### src/rtl/pirq_router.sv
module pirq_router #(
  parameter int N_PIRQ = 8,
  parameter int N_LEG  = 16,
  parameter int N_GSI  = 24,
  parameter int AW     = 4
) (
  input  logic              clk,
  input  logic              rst_n,
  input  logic              reg_we,
  input  logic [AW-1:0]     reg_addr,
  input  logic [7:0]        reg_wdata,
  output logic [7:0]        reg_rdata,
  input  logic [N_PIRQ-1:0] pirq_lvl,
  input  logic              sci_lvl,
  output logic [N_LEG-1:0]  leg_irq,
  output logic [N_GSI-1:0]  gsi
);
  localparam int LW = $clog2(N_LEG);
  localparam int GW = $clog2(N_GSI);
  localparam logic [7:0] ROUTE_RST = 8'h80;

  logic [7:0]       route [N_PIRQ];
  logic [2:0]       sci_sel;
  logic [GW-1:0]    sci_line;
  logic             sci_ok;
  logic [N_LEG-1:0] leg_d;
  logic [N_GSI-1:0] gsi_d;

  always_ff @(posedge clk or negedge rst_n) begin
    if (!rst_n) begin
      for (int n = 0; n < N_PIRQ; n++) route[n] <= ROUTE_RST;
      sci_sel <= 3'd0;
    end else if (reg_we) begin
      for (int n = 0; n < N_PIRQ; n++)
        if (reg_addr == AW'(n)) route[n] <= reg_wdata;
      if (reg_addr == AW'(N_PIRQ)) sci_sel <= reg_wdata[2:0];
    end
  end

  always_comb begin
    reg_rdata = 8'h00;
    for (int n = 0; n < N_PIRQ; n++)
      if (reg_addr == AW'(n)) reg_rdata = route[n];
    if (reg_addr == AW'(N_PIRQ)) reg_rdata = {5'b0, sci_sel};
  end

  always_comb begin
    sci_ok = 1'b1;
    case (sci_sel)
      3'd0:    sci_line = GW'(9);
      3'd1:    sci_line = GW'(10);
      3'd2:    sci_line = GW'(11);
      3'd4:    sci_line = GW'(20);
      3'd5:    sci_line = GW'(21);
      default: begin sci_line = '0; sci_ok = 1'b0; end
    endcase
  end

  always_comb begin
    leg_d = '0;
    gsi_d = '0;
    for (int n = 0; n < N_PIRQ; n++) begin
      if (pirq_lvl[n] && !route[n][7]) leg_d[route[n][LW-1:0]] = 1'b1;
      gsi_d[N_LEG+n] = pirq_lvl[n];
    end
    if (sci_lvl && sci_ok) begin
      gsi_d[sci_line] = 1'b1;
      if (sci_line < GW'(N_LEG)) leg_d[sci_line[LW-1:0]] = 1'b1;
    end
  end

  always_ff @(posedge clk or negedge rst_n) begin
    if (!rst_n) begin
      leg_irq <= '0;
      gsi     <= '0;
    end else begin
      leg_irq <= leg_d;
      gsi     <= gsi_d;
    end
  end

  AST_RESET_QUIET: assert property (@(posedge clk) !rst_n |=> (leg_irq == '0 && gsi == '0));

  for (genvar n = 0; n < N_PIRQ; n++) begin : g_ast_gsi
    if (N_LEG + n != 20 && N_LEG + n != 21) begin : g_plain
      AST_GSI_FOLLOWS: assert property (@(posedge clk) disable iff (!rst_n)
        1'b1 |=> gsi[N_LEG+n] == $past(pirq_lvl[n]));
    end
  end

  AST_LOW_GSI_ONEHOT: assert property (@(posedge clk) disable iff (!rst_n)
    $onehot0(gsi[N_LEG-1:0]));

  AST_ALL_QUIET: assert property (@(posedge clk) disable iff (!rst_n)
    (pirq_lvl == '0 && !sci_lvl) |=> (leg_irq == '0 && gsi == '0));

  AST_SCI_UNROUTED: assert property (@(posedge clk) disable iff (!rst_n)
    (!sci_ok && pirq_lvl == '0) |=> (leg_irq == '0 && gsi == '0));
endmodule

### config.mk
export PLATFORM = sky130hd
export DESIGN_NAME = pirq_router
export DESIGN_NICKNAME = d
export VERILOG_FILES = /design/src/rtl/pirq_router.sv
export SDC_FILE = /design/constraint.sdc
export NUM_CORES = 1
export LEC_CHECK = 0
export BUFFER_PORTS_ARGS = -buffer_cell sky130_fd_sc_hd__buf_4
export CORE_MARGIN = 4
export CORE_UTILIZATION = 50
export CTS_BUF_LIST = sky130_fd_sc_hd__clkbuf_8
export DETAILED_ROUTE_END_ITERATION = 10
export HOLD_SLACK_MARGIN = 0.12
export PLACE_DENSITY_LB_ADDON = 0.12
export RECOVER_POWER = 25
export SKIP_LAST_GASP = 1
export SYNTH_ARGS = -nofsm -noshare
export SYNTH_HDL_FRONTEND = slang
export SYNTH_SLANG_ARGS = --single-unit
export TNS_END_PERCENT = 20
### constraint.sdc
create_clock -name clk -period 1.8 [get_ports clk]
set_clock_uncertainty 0.05 [all_clocks]
set_input_delay 0.18 -clock clk [delete_from_list [all_inputs] [get_ports clk]]
set_output_delay 0.18 -clock clk [all_outputs]
set_load 0.03 [all_outputs]
# Word level (Yosys, flattened, before mapping)
# Index checks and enable logic that the tools add are counted.
# W data, S select, Z words.
[op_classes] magnitude_cmp=21 n_reduce_logical=39 n_bitwise=9 n_eq_ne=12 mux=42
[ops] operator="$mux W16" n=10
[ops] operator="$or A16 B16 Y16" n=8
[ops] operator="$mux W8" n=9
[ops] operator="$lt A4 B5 Y1 const B" n=9
[ops] operator="$demux W1 S4" n=9
[ops] operator="$ge A4 B1 Y1 const B" n=9
[ops] operator="$pmux W5 S5" n=1
[ops] operator="$mux W24" n=1
[ops] operator="$or A24 B24 Y24" n=1
[ops] operator="$logic_and A1 B1 Y1" n=19
[ops] operator="$reduce_and A2 Y1" n=9
[ops] operator="$eq A4 B3 Y1 const B" n=4
[ops] operator="$mux W1" n=11
[ops] operator="$eq A4 B2 Y1 const B" n=2
[ops] operator="$logic_not A1 Y1" n=8
[ops] operator="$eq A3 B3 Y1 const B" n=2
[ops] operator="$lt A5 B6 Y1 const B" n=1
[ops] operator="$demux W1 S5" n=1
[ops] operator="$ge A5 B1 Y1 const B" n=1
[ops] operator="$lt A5 B5 Y1 const B" n=1
[ops] operator="$reduce_or A5 Y1" n=1
[ops] operator="$eq A4 B1 Y1 const B" n=1
[ops] operator="$eq A4 B4 Y1 const B" n=1
[ops] operator="$logic_not A4 Y1" n=1
[ops] operator="3 further kinds" n=3
[word_totals] out_inout_bits=48 wordCells=134 regBits=107 in_bits=24

# Depth between registers and ports, before layout
[logic_depth] depth_word=22 ltp_mapped=6 ltp_nobuf=4

# Worst setup path after synthesis
# No wires, ideal clock.
[synth_timing] path_kind="register to output" startpoint="reg route[26] (netlist name)" endpoint="out reg_rdata[2]" arrival_ps=1617 path_slack_ps=-47 required_ps=1570 n_path_buf=1 stages_incl_launch_ff=6 cell_sequence="dfrtp_1 clkbuf_1 mux2i_1 o21ai_0 a211oi_1 o31ai_1"
[synth_via] elab_chain_len=5
[synth_lines] item="start, declared" line="22" text="logic [7:0] route [N_PIRQ];"
[synth_lines] item="start signal, assigned by index" line="35" text="if (reg_addr == AW'(n)) route[n] <= reg_wdata;"
[synth_lines] item="$mux W8 (4 in series)" line="43" text="if (reg_addr == AW'(n)) reg_rdata = route[n];"
[synth_lines] item="$mux W8" line="44" text="if (reg_addr == AW'(N_PIRQ)) reg_rdata = {5'b0, sci_sel};"
[synth_lines] item="end, declared" line="12" text="output logic [7:0] reg_rdata,"
# No other way between the ends.

# Worst setup path in the final report
[layout_timing] startpoint="reg route[32] (netlist name)" endpoint="out reg_rdata[0]"
[layout_via] elab_chain_len=6
[layout_lines] item="$mux W8 (5 in series)" line="43"
[layout_lines] item="$mux W8" line="44"
# No other way between the ends.

==> impl_metrics.tcl <==
set metrics [dict create \
    cts-htree-levels 3 \
    drive_gt1_share_pct 42.63 \
    die_w_um 112.1 \
    cp_num_buf_inv 2 \
    setup_tns_ps -1117 \
    synth_ff_type "dfrtp_1" \
    fin_area_mm2 0.006982 \
    final.fill_count 806 \
    ant_nets 0 \
    fin_crit_sh_pct 113.6 \
    final_cell_mix "131 x buf_4, 80 x dfrtp_1, 56 x mux2_2, 28 x nor3_1, 28 x nor2_1" \
    routed_wl_um 17590 \
    grt_pass1_vias 4727 \
    synth_top_family_by_area "multiplexers" \
    critPathMaxFanout 3 \
    gr-total-overflow 0 \
    die-area_mm2 0.01256 \
    worst-setup-path-type "reg2out" \
    ys_warn_count 0 \
    rsz0062_at_grt "yes" \
    end_kind "output pin" \
    synthAdderAreaFrac_pct 0 \
    hold_viol 0 \
    ir_drop_uv 816.7 \
    cts_buffers 9 \
    start_util_pct 51.99 \
    p_switching_uw 2879 \
    worst_pin_slew_ps 1002 \
    area_growth_pct 28.93 \
    core.rowCount 37 \
    status "finished with violations" \
    worstPathArrival_ps 1810 \
    slowest_stage "mux4_2" \
    synthCells 478 \
    failed_checks "setup timing" \
    power_per_cell_area_mw_per_mm2 1090 \
    synth.area.top_cells "dfrtp_1 42%, mux2_2 12%, mux4_2 5.0%, dfstp_2 3.9%, nor3_1 2.6%" \
    slowest_delay_ps 460 \
    vias 4734 \
    yosys.area_share.simple_pct 19.99 \
    cts-root-buf "clkbuf_8" \
    die_h_um 112.1 \
    synth_edf_count 0 \
    grt_start_max_net_pins 38 \
    multi_input_area_mm2 0.002776 \
    cts.sink_count 99 \
    dp_cells 714 \
    synth_seq_cells 99 \
    wl_per_cell_um 22.94 \
    syn-cell-area_mm2 0.005415 \
    start_kind "register" \
    num_antenna_cells 0 \
    p_clk_share_pct 18.8 \
    synth-seq-area-share_pct 45.93 \
    avgSynthCellArea_um2 11.33 \
    final-seq-area_mm2 0.002501 \
    antenna_found_initial 0 \
    synth_top_area_share_pct 42.05 \
    clk_pin_slew_worst_paths_ps 110 \
    async_reset_ff_share_pct 100.0 \
    path_cells "buf_6, mux4_2, mux2i_1, o21ai_1, buf_4" \
    slew_headroom_pct 33.21 \
    netSwitchingFraction_pct 37.84 \
    crit_family "multiplexers" \
    slew_violations 0 \
    synthXorXnorAreaFrac_pct 0 \
    track_usage_pct 27.78 \
    worstPathRequired_ps 1570 \
    clkLatencyLatePin_ps 390 \
    viasPerCell 6.172 \
    synth_top_area_cell "dfrtp_1" \
    hold_path_class "in2reg" \
    fin_util_pct 67.03 \
    clockBufferDepth 2 \
    combPwrFrac_pct 38.3 \
    intPower_uw 4729 \
    fin_nets 650 \
    dpl.hpwl_um 12990 \
    muxShareOfSynthArea_pct 20.91 \
    synth-compound-area-share_pct 8.595 \
    drtIter0Drc 528 \
    gp_congestion 0.9775 \
    io_pins 72 \
    seq_power_share_pct 42.9 \
    grt_pass1_wl_um 26740 \
    maxCapViolCount 0 \
    ys_types 50 \
    numPortBuffers 63 \
    fmax_ghz 0.4892 \
    post-route-drc-count 0 \
    core_area_mm2 0.01042 \
    final_cells 767 \
    cts_tree "done" \
    first_pass_iters 5 \
    finalCriticalPeriod_ps 2044 \
    setup_violations 11 \
    fin_ws_ps -244.1 \
    final_common_cell "buf_4" \
    placed_cell_area_mm2 0.006449 \
    p_leak_uw 0.003054 \
    pre_cts_slack_ps 15.91 \
]
[worst reg2reg max path: stages (launching register included)]
cell	delay (ps)
dfrtp_1	400
buf_4	150
or4b_2	700
nor3b_1	320
nor3_1	130
nand4_1	90
[power groups by stage]
| stage | registers (uW) | clock network (uW) | logic [uW] |
|---|---|---|---|
| 2_1_floorplan | 3290 | 0 | 1430 |
| 3_3_place_gp | 3270 | 0 | 2650 |
| 3_5_place_dp | 3300 | 0 | 2650 |
| 4_1_cts | 3250 | 1450 | 2720 |
| 5_1_grt | 3300 | 1550 | 3080 |
| 6_report | 3260 | 1430 | 2920 |
[through the flow]
stage	hold WS [ps]	power, uW
6_report	131.1	7607
5_1_grt	142.8	7937
4_1_cts	124.9	7422
3_5_place_dp	138.0	5948
3_3_place_gp	138.4	5915
2_1_floorplan	-165.6	4721
[cells by family after synthesis]
kind of cell | count (synthesis)
DFF | 99
and+or+nand+nor | 174
muxes | 87
AOI/OAI and AO/OA | 67
other | 1
buffers and inverters | 50
[cells in the mapped netlist, drive strengths merged (12+ instances only)]
| master | count |
|---|---|
| dfrtp | 91 |
| nor2 | 32 |
| nor3 | 28 |
| buf | 22 |
| mux4 | 12 |
| mux2 | 65 |
| clkbuf | 17 |
| nand2b | 22 |
| o22ai | 16 |
| nand2 | 22 |
[flip-flops by register name, summed over array words and instances, names as in the netlist]
name,cells
route,64
gsi,16
leg_irq,16
sci_sel,3
[path summary, 6_finish.rpt]
path | startpoint | end | slack (ps) | cells past startpoint
worst max-delay path | route[32] | reg_rdata[0] | -240 | 5
worst min-delay path | sci_lvl | gsi[11] | 130 | 3
worst max register to register | route[24] | leg_irq[8] | -80 | 5
worst min register to register | route[46] | route[46] | 460 | 1
max in group asynchronous | rst_n | route[47] | 190 | 3
min in group asynchronous | rst_n | leg_irq[1] | 430 | 2
[timing repair]
action                     CTS  global route
cloned                       0             0
gates resized for setup      3            22
buffers inserted             2            17
hold endpoints to repair   133             0
hold buffers                19             0
pin swaps                    1             5
setup endpoints to repair    9            14
[routing by layer]
layer,routed length (um),track usage [%]
met1,7237,36.41
met2,8389,45.72
met3,1264,4.960
met4,701,11.78
met5,0,0
[final cells by class]
cell class	count	area share, %
clock inverters	6	0.7527
repair buffers	164	18.66
multi-input cells	341	39.77
flip-flops and latches	99	35.82
well taps	136	2.437
inverters	11	0.5914
clock buffers	10	1.971
No activity file was read; power rests on OpenSTA's default activity.
